===== src/rtl/lcs_pkg.sv =====
package lcs_pkg;

    typedef enum logic [2:0] {
        LC_CM    = 3'd0,
        LC_DM    = 3'd1,
        LC_SE    = 3'd2,
        LC_RMA   = 3'd3,
        LC_FATAL = 3'd6,
        LC_BAD   = 3'd7
    } lc_state_e;

    typedef enum logic [1:0] {
        TM_VIRGIN = 2'd0,
        TM_A      = 2'd1,
        TM_B      = 2'd2,
        TM_BAD    = 2'd3
    } tm_e;

    typedef enum logic [2:0] {
        RS_OK        = 3'd0,
        RS_FATAL     = 3'd1,
        RS_BAD_STATE = 3'd2,
        RS_BAD_STEP  = 3'd3,
        RS_NO_MODE   = 3'd4,
        RS_NO_PROV   = 3'd5,
        RS_BUSY      = 3'd6
    } rs_e;

    localparam int CODE_W = 8;
    localparam int WORD_W = 32;

    localparam logic [CODE_W-1:0] CODE_CM  = 8'h1E;
    localparam logic [CODE_W-1:0] CODE_DM  = 8'h2D;
    localparam logic [CODE_W-1:0] CODE_SE  = 8'h4B;
    localparam logic [CODE_W-1:0] CODE_RMA = 8'h87;

    localparam logic [WORD_W-1:0] MAGIC_FATAL = 32'hFA7A1EEE;
    localparam logic [WORD_W-1:0] MAGIC_PROV  = 32'h5EC10E1E;
    localparam logic [WORD_W-1:0] MODE_A_WORD = 32'h0000FFFF;
    localparam logic [WORD_W-1:0] MODE_B_WORD = 32'hFFFF0000;

    localparam int OFS_STATE = 'h000;
    localparam int OFS_KEY   = 'h004;
    localparam int OFS_MODE  = 'h008;
    localparam int OFS_FATAL = 'h00C;
    localparam int OFS_PROV  = 'h014;
    localparam int OFS_SIZE  = 'h01C;
    localparam int OFS_GPC   = 'h020;

    typedef struct packed {
        logic               fatal;
        logic               resp_valid;
        rs_e                resp_status;
        logic               nv_wr;
        logic               nv_sel;
        logic [WORD_W-1:0]  nv_data;
    } ctl_t;

    function automatic logic [CODE_W-1:0] code_of(lc_state_e s);
        case (s)
            LC_DM:   code_of = CODE_DM;
            LC_SE:   code_of = CODE_SE;
            LC_RMA:  code_of = CODE_RMA;
            default: code_of = CODE_CM;
        endcase
    endfunction

endpackage


===== src/rtl/lcs_decode.sv =====
module lcs_decode
    import lcs_pkg::*;
(
    input  logic [CODE_W-1:0] code_i,
    input  logic [WORD_W-1:0] mode_word_i,
    output lc_state_e         state_o,
    output tm_e               mode_o
);

    always_comb begin
        case (code_i)
            CODE_CM:  state_o = LC_CM;
            CODE_DM:  state_o = LC_DM;
            CODE_SE:  state_o = LC_SE;
            CODE_RMA: state_o = LC_RMA;
            default:  state_o = LC_BAD;
        endcase
    end

    always_comb begin
        case (mode_word_i)
            '0:          mode_o = TM_VIRGIN;
            MODE_A_WORD: mode_o = TM_A;
            MODE_B_WORD: mode_o = TM_B;
            default:     mode_o = TM_BAD;
        endcase
    end

endmodule


===== src/rtl/lcs_prov_timer.sv =====
module lcs_prov_timer #(
    parameter int SP_DELAY = 16
) (
    input  logic clk,
    input  logic rst_n,
    input  logic start_i,
    output logic active_o
);

    localparam int CNT_W = $clog2(SP_DELAY + 1);
    localparam logic [CNT_W-1:0] LAST = CNT_W'(SP_DELAY - 1);

    typedef struct packed {
        logic             run;
        logic             act;
        logic [CNT_W-1:0] cnt;
    } tmr_t;

    tmr_t tmr_d, tmr_q;

    always_comb begin
        tmr_d = tmr_q;
        if (tmr_q.run) begin
            if (tmr_q.cnt == LAST) begin
                tmr_d.run = 1'b0;
                tmr_d.act = 1'b1;
                tmr_d.cnt = '0;
            end else begin
                tmr_d.cnt = tmr_q.cnt + 1'b1;
            end
        end else if (start_i && !tmr_q.act) begin
            tmr_d.run = 1'b1;
            tmr_d.cnt = '0;
        end
    end

    always_ff @(posedge clk or negedge rst_n) begin
        if (!rst_n) begin
            tmr_q <= '0;
        end else begin
            tmr_q <= tmr_d;
        end
    end

    assign active_o = tmr_q.act;

endmodule


===== src/rtl/lifecycle_ctrl.sv =====
module lifecycle_ctrl
    import lcs_pkg::*;
#(
    parameter int ADDR_W    = 12,
    parameter int OTP_BYTES = 4096,
    parameter int SP_DELAY  = 16
) (
    input  logic              clk,
    input  logic              rst_n,
    input  logic              reg_wr_i,
    input  logic [ADDR_W-1:0] reg_addr_i,
    input  logic [31:0]       reg_wdata_i,
    output logic [31:0]       reg_rdata_o,
    input  logic              req_valid_i,
    input  logic [2:0]        req_state_i,
    output logic              resp_valid_o,
    output logic [2:0]        resp_status_o,
    input  logic              key_err_i,
    input  logic [31:0]       gp_cfg_i,
    input  logic [7:0]        nv_state_i,
    input  logic [31:0]       nv_mode_i,
    output logic              nv_wr_en_o,
    output logic              nv_wr_sel_o,
    output logic [31:0]       nv_wr_data_o
);

    localparam logic [ADDR_W-1:0] A_STATE = ADDR_W'(OFS_STATE);
    localparam logic [ADDR_W-1:0] A_KEY   = ADDR_W'(OFS_KEY);
    localparam logic [ADDR_W-1:0] A_MODE  = ADDR_W'(OFS_MODE);
    localparam logic [ADDR_W-1:0] A_FATAL = ADDR_W'(OFS_FATAL);
    localparam logic [ADDR_W-1:0] A_PROV  = ADDR_W'(OFS_PROV);
    localparam logic [ADDR_W-1:0] A_SIZE  = ADDR_W'(OFS_SIZE);
    localparam logic [ADDR_W-1:0] A_GPC   = ADDR_W'(OFS_GPC);

    ctl_t      ctl_d, ctl_q;
    lc_state_e cur_state;
    tm_e       cur_mode;
    lc_state_e tgt_state;
    logic      tgt_ok;
    logic      step_ok;
    logic      prov_active;
    logic      prov_start;
    logic      wr_ok;
    logic      mode_wr_ok;
    logic      fatal_w;
    logic      prov_active_w;

    lcs_decode u_dec (
        .code_i      (nv_state_i),
        .mode_word_i (nv_mode_i),
        .state_o     (cur_state),
        .mode_o      (cur_mode)
    );

    lcs_prov_timer #(.SP_DELAY(SP_DELAY)) u_tmr (
        .clk      (clk),
        .rst_n    (rst_n),
        .start_i  (prov_start),
        .active_o (prov_active)
    );

    // Writes are honoured only while no fatal condition is latched.
    assign wr_ok      = reg_wr_i && !ctl_q.fatal;
    assign prov_start = wr_ok && (reg_addr_i == A_PROV) && (reg_wdata_i == MAGIC_PROV);
    assign mode_wr_ok = wr_ok && (reg_addr_i == A_MODE) && !ctl_q.nv_wr &&
                        (cur_state == LC_CM) && (cur_mode == TM_VIRGIN) &&
                        ((reg_wdata_i == MODE_A_WORD) || (reg_wdata_i == MODE_B_WORD));

    assign tgt_ok    = (req_state_i <= 3'd3);
    assign tgt_state = lc_state_e'(req_state_i);

    // Only single forward steps are legal.
    always_comb begin
        case (cur_state)
            LC_CM:   step_ok = (tgt_state == LC_DM);
            LC_DM:   step_ok = (tgt_state == LC_SE);
            LC_SE:   step_ok = (tgt_state == LC_RMA);
            default: step_ok = 1'b0;
        endcase
    end

    always_comb begin
        ctl_d             = ctl_q;
        ctl_d.resp_valid  = 1'b0;
        ctl_d.resp_status = RS_OK;
        ctl_d.nv_wr       = 1'b0;
        ctl_d.nv_sel      = 1'b0;
        ctl_d.nv_data     = '0;

        if (wr_ok && (reg_addr_i == A_FATAL) && (reg_wdata_i == MAGIC_FATAL)) begin
            ctl_d.fatal = 1'b1;
        end

        if (req_valid_i) begin
            ctl_d.resp_valid = 1'b1;
            if (ctl_q.fatal) begin
                ctl_d.resp_status = RS_FATAL;
            end else if (ctl_q.nv_wr) begin
                ctl_d.resp_status = RS_BUSY;
            end else if ((cur_state == LC_BAD) || !tgt_ok) begin
                ctl_d.resp_status = RS_BAD_STATE;
            end else if (tgt_state == cur_state) begin
                ctl_d.resp_status = RS_OK;
            end else if (!((cur_mode == TM_A) || (cur_mode == TM_B))) begin
                ctl_d.resp_status = RS_NO_MODE;
            end else if (!prov_active) begin
                ctl_d.resp_status = RS_NO_PROV;
            end else if (!step_ok) begin
                ctl_d.resp_status = RS_BAD_STEP;
            end else begin
                ctl_d.resp_status = RS_OK;
                ctl_d.nv_wr       = 1'b1;
                ctl_d.nv_sel      = 1'b0;
                ctl_d.nv_data     = {{(WORD_W-CODE_W){1'b0}}, code_of(tgt_state)};
            end
        end else if (mode_wr_ok) begin
            ctl_d.nv_wr   = 1'b1;
            ctl_d.nv_sel  = 1'b1;
            ctl_d.nv_data = reg_wdata_i;
        end
    end

    always_ff @(posedge clk or negedge rst_n) begin
        if (!rst_n) begin
            ctl_q <= '0;
        end else begin
            ctl_q <= ctl_d;
        end
    end

    always_comb begin
        case (reg_addr_i)
            A_STATE: reg_rdata_o = ctl_q.fatal ? {29'd0, LC_FATAL} : {29'd0, cur_state};
            A_KEY:   reg_rdata_o = {31'd0, key_err_i};
            A_MODE:  reg_rdata_o = {30'd0, cur_mode};
            A_FATAL: reg_rdata_o = {31'd0, ctl_q.fatal};
            A_PROV:  reg_rdata_o = {31'd0, prov_active};
            A_SIZE:  reg_rdata_o = 32'(OTP_BYTES);
            A_GPC:   reg_rdata_o = gp_cfg_i;
            default: reg_rdata_o = '0;
        endcase
    end

    assign resp_valid_o  = ctl_q.resp_valid;
    assign resp_status_o = ctl_q.resp_status;
    assign nv_wr_en_o    = ctl_q.nv_wr;
    assign nv_wr_sel_o   = ctl_q.nv_sel;
    assign nv_wr_data_o  = ctl_q.nv_data;
    assign fatal_w       = ctl_q.fatal;
    assign prov_active_w = prov_active;

endmodule


===== config.mk =====
export PLATFORM = sky130hd
export DESIGN_NAME = lifecycle_ctrl
export DESIGN_NICKNAME = d
export VERILOG_FILES = /design/src/rtl/lcs_pkg.sv /design/src/rtl/lcs_decode.sv /design/src/rtl/lcs_prov_timer.sv /design/src/rtl/lifecycle_ctrl.sv
export SDC_FILE = /design/constraint.sdc
export NUM_CORES = 1
export LEC_CHECK = 0
export BUFFER_PORTS_ARGS = -buffer_cell sky130_fd_sc_hd__buf_2
export CORE_ASPECT_RATIO = 1.1
export CORE_MARGIN = 5
export CORE_UTILIZATION = 44
export CTS_CLUSTER_SIZE = 16
export DETAILED_ROUTE_END_ITERATION = 10
export PLACE_DENSITY = 0.91
export SLEW_MARGIN = 20
export SYNTH_ARGS = -nofsm -noshare
export SYNTH_HDL_FRONTEND = slang
export SYNTH_SLANG_ARGS = --single-unit

===== constraint.sdc =====
create_clock -name clk -period 7.5 [get_ports clk]
set_input_delay 1.5 -clock clk [delete_from_list [all_inputs] [get_ports clk]]
set_output_delay 1.5 -clock clk [all_outputs]
set_load 0.05 [all_outputs]

# == Word-level counts from Yosys, hierarchy flattened ==
# Index checks and enable logic that the tools add are counted.
# op_classes
n_addsub,1
n_mux,29
reduce_logical,24
eq_ne,26
n_lt_le_gt_ge,1
# op_table
operator,count
$mux W34,9
$pmux W32 S7,1
$eq A32 B32 Y1 const B,3
$eq A32 B16 Y1 const B,2
$eq A32 B31 Y1 const B,1
$logic_not A32 Y1,1
$eq A12 B4 Y1 const B,2
$eq A12 B5 Y1 const B,2
$pmux W8 S3,1
$mux W3,7
$mux W5,3
$eq A12 B3 Y1 const B,1
$eq A12 B6 Y1 const B,1
$logic_not A12 Y1,1
$pmux W3 S4,1
$logic_and A1 B1 Y1,11
$eq A3 B2 Y1 const B,3
$eq A8 B5 Y1 const B,1
$eq A8 B6 Y1 const B,1
$eq A8 B7 Y1 const B,1
$eq A8 B8 Y1 const B,1
$eq A3 B1 Y1 const B,2
$pmux W2 S3,1
$add A5 B1 Y5 const B,1
16 further kinds,23
# word_totals
elab_cells,90
input_bits,124
ff_bits,46

# == Longest topological paths before layout ==
# logic_depth
ltp_word,12
ltp_mapped,9

# == By module ==
# A second synthesis with hierarchy kept.
# unflattened
hier_cells,274
area_unflattened_um2,2642.5
# by_module_without_submodules
module,cells_each,seq_area_each_um2,n_inst,area_per_inst_um2
lifecycle_ctrl,207,975.9,1,2019.4
lcs_prov_timer,30,175.2,1,352.8
lcs_decode,37,0.0,1,270.3

# == Worst setup path before layout ==
# No wires, ideal clock.
# synth_path
path_kind,input -> output
from,input reg_addr_i[9]
to,output reg_rdata_o[1]
n_path_buf,1
slack_ns,2.418
stages,5
required_ns,6.000
arrival_time_ns,3.582
path_cell_list,nor4_1 -> nand3_1 -> or3b_2 -> clkbuf_1 -> o22ai_1
# synth_via
elab_chain_cells,2
elab_cells_between_ends,8
classes_between,eq/ne (6); mux (1); reduce/logical (1)
# synth_rtl
item,line,text
start: declaration,lifecycle_ctrl.sv:11,"input logic [ADDR_W-1:0] reg_addr_i,"
$eq A12 B6 Y1 (tied with other cells),lifecycle_ctrl.sv:132,case (reg_addr_i)
$pmux W32 S7 *,lifecycle_ctrl.sv:132,
end: declaration,lifecycle_ctrl.sv:13,"output logic [31:0] reg_rdata_o,"
# Every way passes the cells marked *; elsewhere a longest branch is shown, timed or not.

# == Worst setup path in the final report ==
# layout_path
from,input reg_addr_i[9]
to,output reg_rdata_o[0]
# Same word-level chain as after synthesis.

==> impl_metrics.sql <==
INSERT INTO impl_metrics (metric_group, metric, value, unit) VALUES
('clock_network', 'cts.sinks', '46', ''),
('worst_setup_path', 'critical-path-top-cell-by-count', 'sky130_fd_sc_hd__buf_2', ''),
('worst_setup_path', 'critPathRequiredTime', '6.00', 'ns'),
('placed_design', 'placement.cell_area', '3730', 'um2'),
('worst_setup_path', 'source_of_the_worst_register_to_register_timing_path', 'fatal_w', ''),
('placed_design', 'preCtsSetupSlack', '2.32', 'ns'),
('die', 'dieHeight', '92.1', 'um'),
('route', 'routed_wl', '8780', 'um'),
('layout', 'layout.nets', '602', ''),
('clock_network', 'cts.path.max_buffers', '2', ''),
('worst_setup_path', 'worstSetupStartpointType', 'primary input', ''),
('placed_design', 'gp_routability_congestion', '0.820', ''),
('synthesis', 'syn_area_per_cell', '9.49', 'um2'),
('clock_network', 'tritoncts_clock_tree', 'built', ''),
('route', 'dr.first_iter.drc_count', '84', ''),
('global_routing', 'grt_pass1_vias', '3130', ''),
('synthesis', 'synth-xor-area-share', '0.975', '%'),
('layout', 'antenna-diode-count', '0', ''),
('die', 'die_area', '7790', 'um2'),
('timing', 'final_period_minus_worst_setup_slack', '5.04', 'ns'),
('clock_network', 'post_cts.resized_instances', '0', ''),
('worst_setup_path', 'crit_path_cell_trace', 'buf_2, nor4_1, nand3_1, or3b_2, a21oi_1, a211oi_1, o21ai_0, buf_2', ''),
('layout', 'stdcell_area', '3840', 'um2'),
('synthesis', 'synth-compound-area-share', '10.9', '%'),
('pwr', 'vdd_drop_max', '0.0886', 'mV'),
('clock_network', 'ctsRootBufferMaster', 'sky130_fd_sc_hd__clkbuf_8', ''),
('clock_network', 'cts-hold-fix-buffers', '0', ''),
('job', 'max-cap-violations', '0', ''),
('synthesis', 'synth.area.mux_share', '0.371', '%'),
('route', 'ant_nets', '0', ''),
('timing', 'worstMarginPinSlew', '0.701', 'ns'),
('route', 'drt-vias-per-instance', '5.40', ''),
('worst_hold_path', 'hold_start', 'u_tmr.tmr_q[2]', ''),
('pwr', 'pwr_density_cell', '127', 'nW/um2'),
('layout', 'area_growth_syn_to_layout', '42.6', '%'),
('worst_setup_path', 'worst_path_dominant_cell_family', 'simple AND/OR/NAND/NOR gates', ''),
('timing', 'grt_setup_unrepaired', 'false', ''),
('synthesis', 'synth.yosys.seq_area_share', '42.7', '%'),
('timing', 'slew_viol_final', '0', ''),
('synthesis', 'yosysWarnings', '0', ''),
('timing', 'setup_tns', '0', 'ns'),
('clock_network', 'post_cts_setup_repair_bufs', '0', ''),
('worst_setup_path', 'worst_r2r_endpoint', 'nv_wr_data_o[21]', ''),
('timing', 'max-slew-margin-rel', '53.1', '%'),
('route', 'detailedRoute.firstPassIterationCount', '4', ''),
('die', 'placement_rows', '30', ''),
('synthesis', 'netlist_top_cells_area', 'sky130_fd_sc_hd__dfrtp_1 43%, sky130_fd_sc_hd__and2_1 8.6%, sky130_fd_sc_hd__nor4_1 4.9%', ''),
('layout', 'layoutNonFillerInstCount', '557', ''),
('worst_setup_path', 'worst_r2r_path_depth', '5', ''),
('layout', 'proportion_of_layout_cells_with_a_drive_suffix_above_1', '46.8', '%'),
('global_routing', 'grt_overflow_total', '0', ''),
('worst_hold_path', 'hold-path-cell-count', '1', ''),
('placed_design', 'dp_hpwl', '7540', 'um'),
('worst_setup_path', 'crit_path_max_fanout', '12', ''),
('worst_setup_path', 'critical-path-slowest-cell', 'sky130_fd_sc_hd__or3b_2', ''),
('worst_setup_path', 'critPathArrivalTime', '3.54', 'ns'),
('route', 'routed_wire_length_per_instance', '15.8', 'um'),
('run_status', 'outcome', 'finished, final reports clean', ''),
('clock_network', 'clkSlewWorstSetupHoldPaths', '0.08', 'ns'),
('synthesis', 'post_synth_fa_ha_maj_area_fraction', '0.929', '%'),
('worst_setup_path', 'r2r_setup_slack', '5.33', 'ns'),
('timing', 'hold_slack', '0.544', 'ns'),
('die', 'starting_density', '44.3', '%'),
('synthesis', 'synth_cells', '284', ''),
('layout', 'final_core_util', '63.2', '%'),
('placed_design', 'portBuffers', '193', ''),
('timing', 'fin_ws', '2.46', 'ns'),
('synthesis', 'yosysTopAreaCell', 'sky130_fd_sc_hd__dfrtp_1', ''),
('synthesis', 'synth_seq_cells', '46', ''),
('pwr', 'fin_total_pwr', '0.487', 'mW'),
('route', 'drcViolationCount', '0', '');
[cells in the mapped netlist (all sizes together)]
master	instances
dfrtp	46
and2	44
nor4	24
nand2	22
nor2	17
nand4	14
nor3	13
o21ai	12
a21oi	7
nand2b	7
nand3	7
clkbuf	6
nor4bb	6
o21bai	6
and4bb	4
inv	4
nor4b	4
a211oi	3
o211ai	3
or3	3
a31oi	2
and4b	2
buf	2
ha	2
nand4b	2
nor2b	2
o22ai	2
or2	2
xnor2	2
a2111oi	1
a22o	1
a41o	1
and4	1
clkinv	1
mux2i	1
nor3b	1
o2111ai	1
o21a	1
o32a	1
or2b	1
or3b	1
or4	1
xor2	1
[worst reg2reg max path: stages (launching register included)]
cell	delay [ns]
sky130_fd_sc_hd__dfrtp_1	0.47
sky130_fd_sc_hd__or2b_2	0.33
sky130_fd_sc_hd__nor3_1	0.28
sky130_fd_sc_hd__o2111ai_4	0.29
sky130_fd_sc_hd__nor3_4	0.52
sky130_fd_sc_hd__and2_2	0.23
[flip-flops by register name, indices dropped and copies added (netlist names)]
signal / count
fatal_w: 1
resp_status_o: 3
nv_wr_en_o: 1
u_tmr.active_o: 1
u_tmr.tmr_q: 6
resp_valid_o: 1
nv_wr_sel_o: 1
nv_wr_data_o: 32
[per-layer routing]
metal  track usage [%]  up-vias  routed length (um)  part of all wire (%)
li1                  -     1438                   -                     -
met1              24.5     1389                3080                    35
met2              42.7      162                4690                    53
met3              5.12       19                 746                   8.5
met4              7.78        0                 263                   3.0
met5                 0        -                   0                     0
[worst max path at each step]
stage	start	endpoint	slack [ns]	depth (start not counted)
after floorplan	reg_addr_i[9]	reg_rdata_o[1]	2.42	5
after global placement	reg_addr_i[9]	reg_rdata_o[29]	2.47	6
after global routing	reg_addr_i[9]	reg_rdata_o[0]	2.20	8
after CTS	reg_addr_i[9]	reg_rdata_o[30]	2.32	6
after detailed placement	reg_addr_i[9]	reg_rdata_o[30]	2.32	6
final	reg_addr_i[9]	reg_rdata_o[0]	2.46	8
[cell usage in the layout, fill, tap and decap left out, drive strengths merged, types with 3 or more instances in the layout]
master / n
a211oi: 3
a21oi: 7
and2: 44
and4bb: 4
buf: 193
clkbuf: 7
dfrtp: 46
inv: 4
nand2: 22
nand2b: 7
nand3: 7
nand4: 14
nor2: 17
nor3: 13
nor4: 24
nor4b: 4
nor4bb: 6
o211ai: 3
o21ai: 12
o21bai: 6
or3: 3
[power breakdown]
group | total (mW) | internal, mW | switching (mW)
Combinational | 0.0661 | 0.0317 | 0.0344
Sequential | 0.249 | 0.248 | 0.000226
Clock | 0.172 | 0.0996 | 0.0729
[cells by family after synthesis]
logic type,Yosys count
xor gates and xnor gates,3
and+or+nand+nor,178
muxes,1
DFF,46
adders and majority gates,2
buffers and inverters,13
AOI/OAI and AO/OA,41
[final cells by class]
cell class | instances | area (um2)
clock inverters | 1 | 30.0
repair buffers | 193 | 968
multi-input cells | 225 | 1500
flip-flops and latches | 46 | 1150
well taps | 80 | 100
fillers | 507 | 2240
inverters | 5 | 18.8
clock buffers | 7 | 76.3
Power figures use the tool's default switching activity.
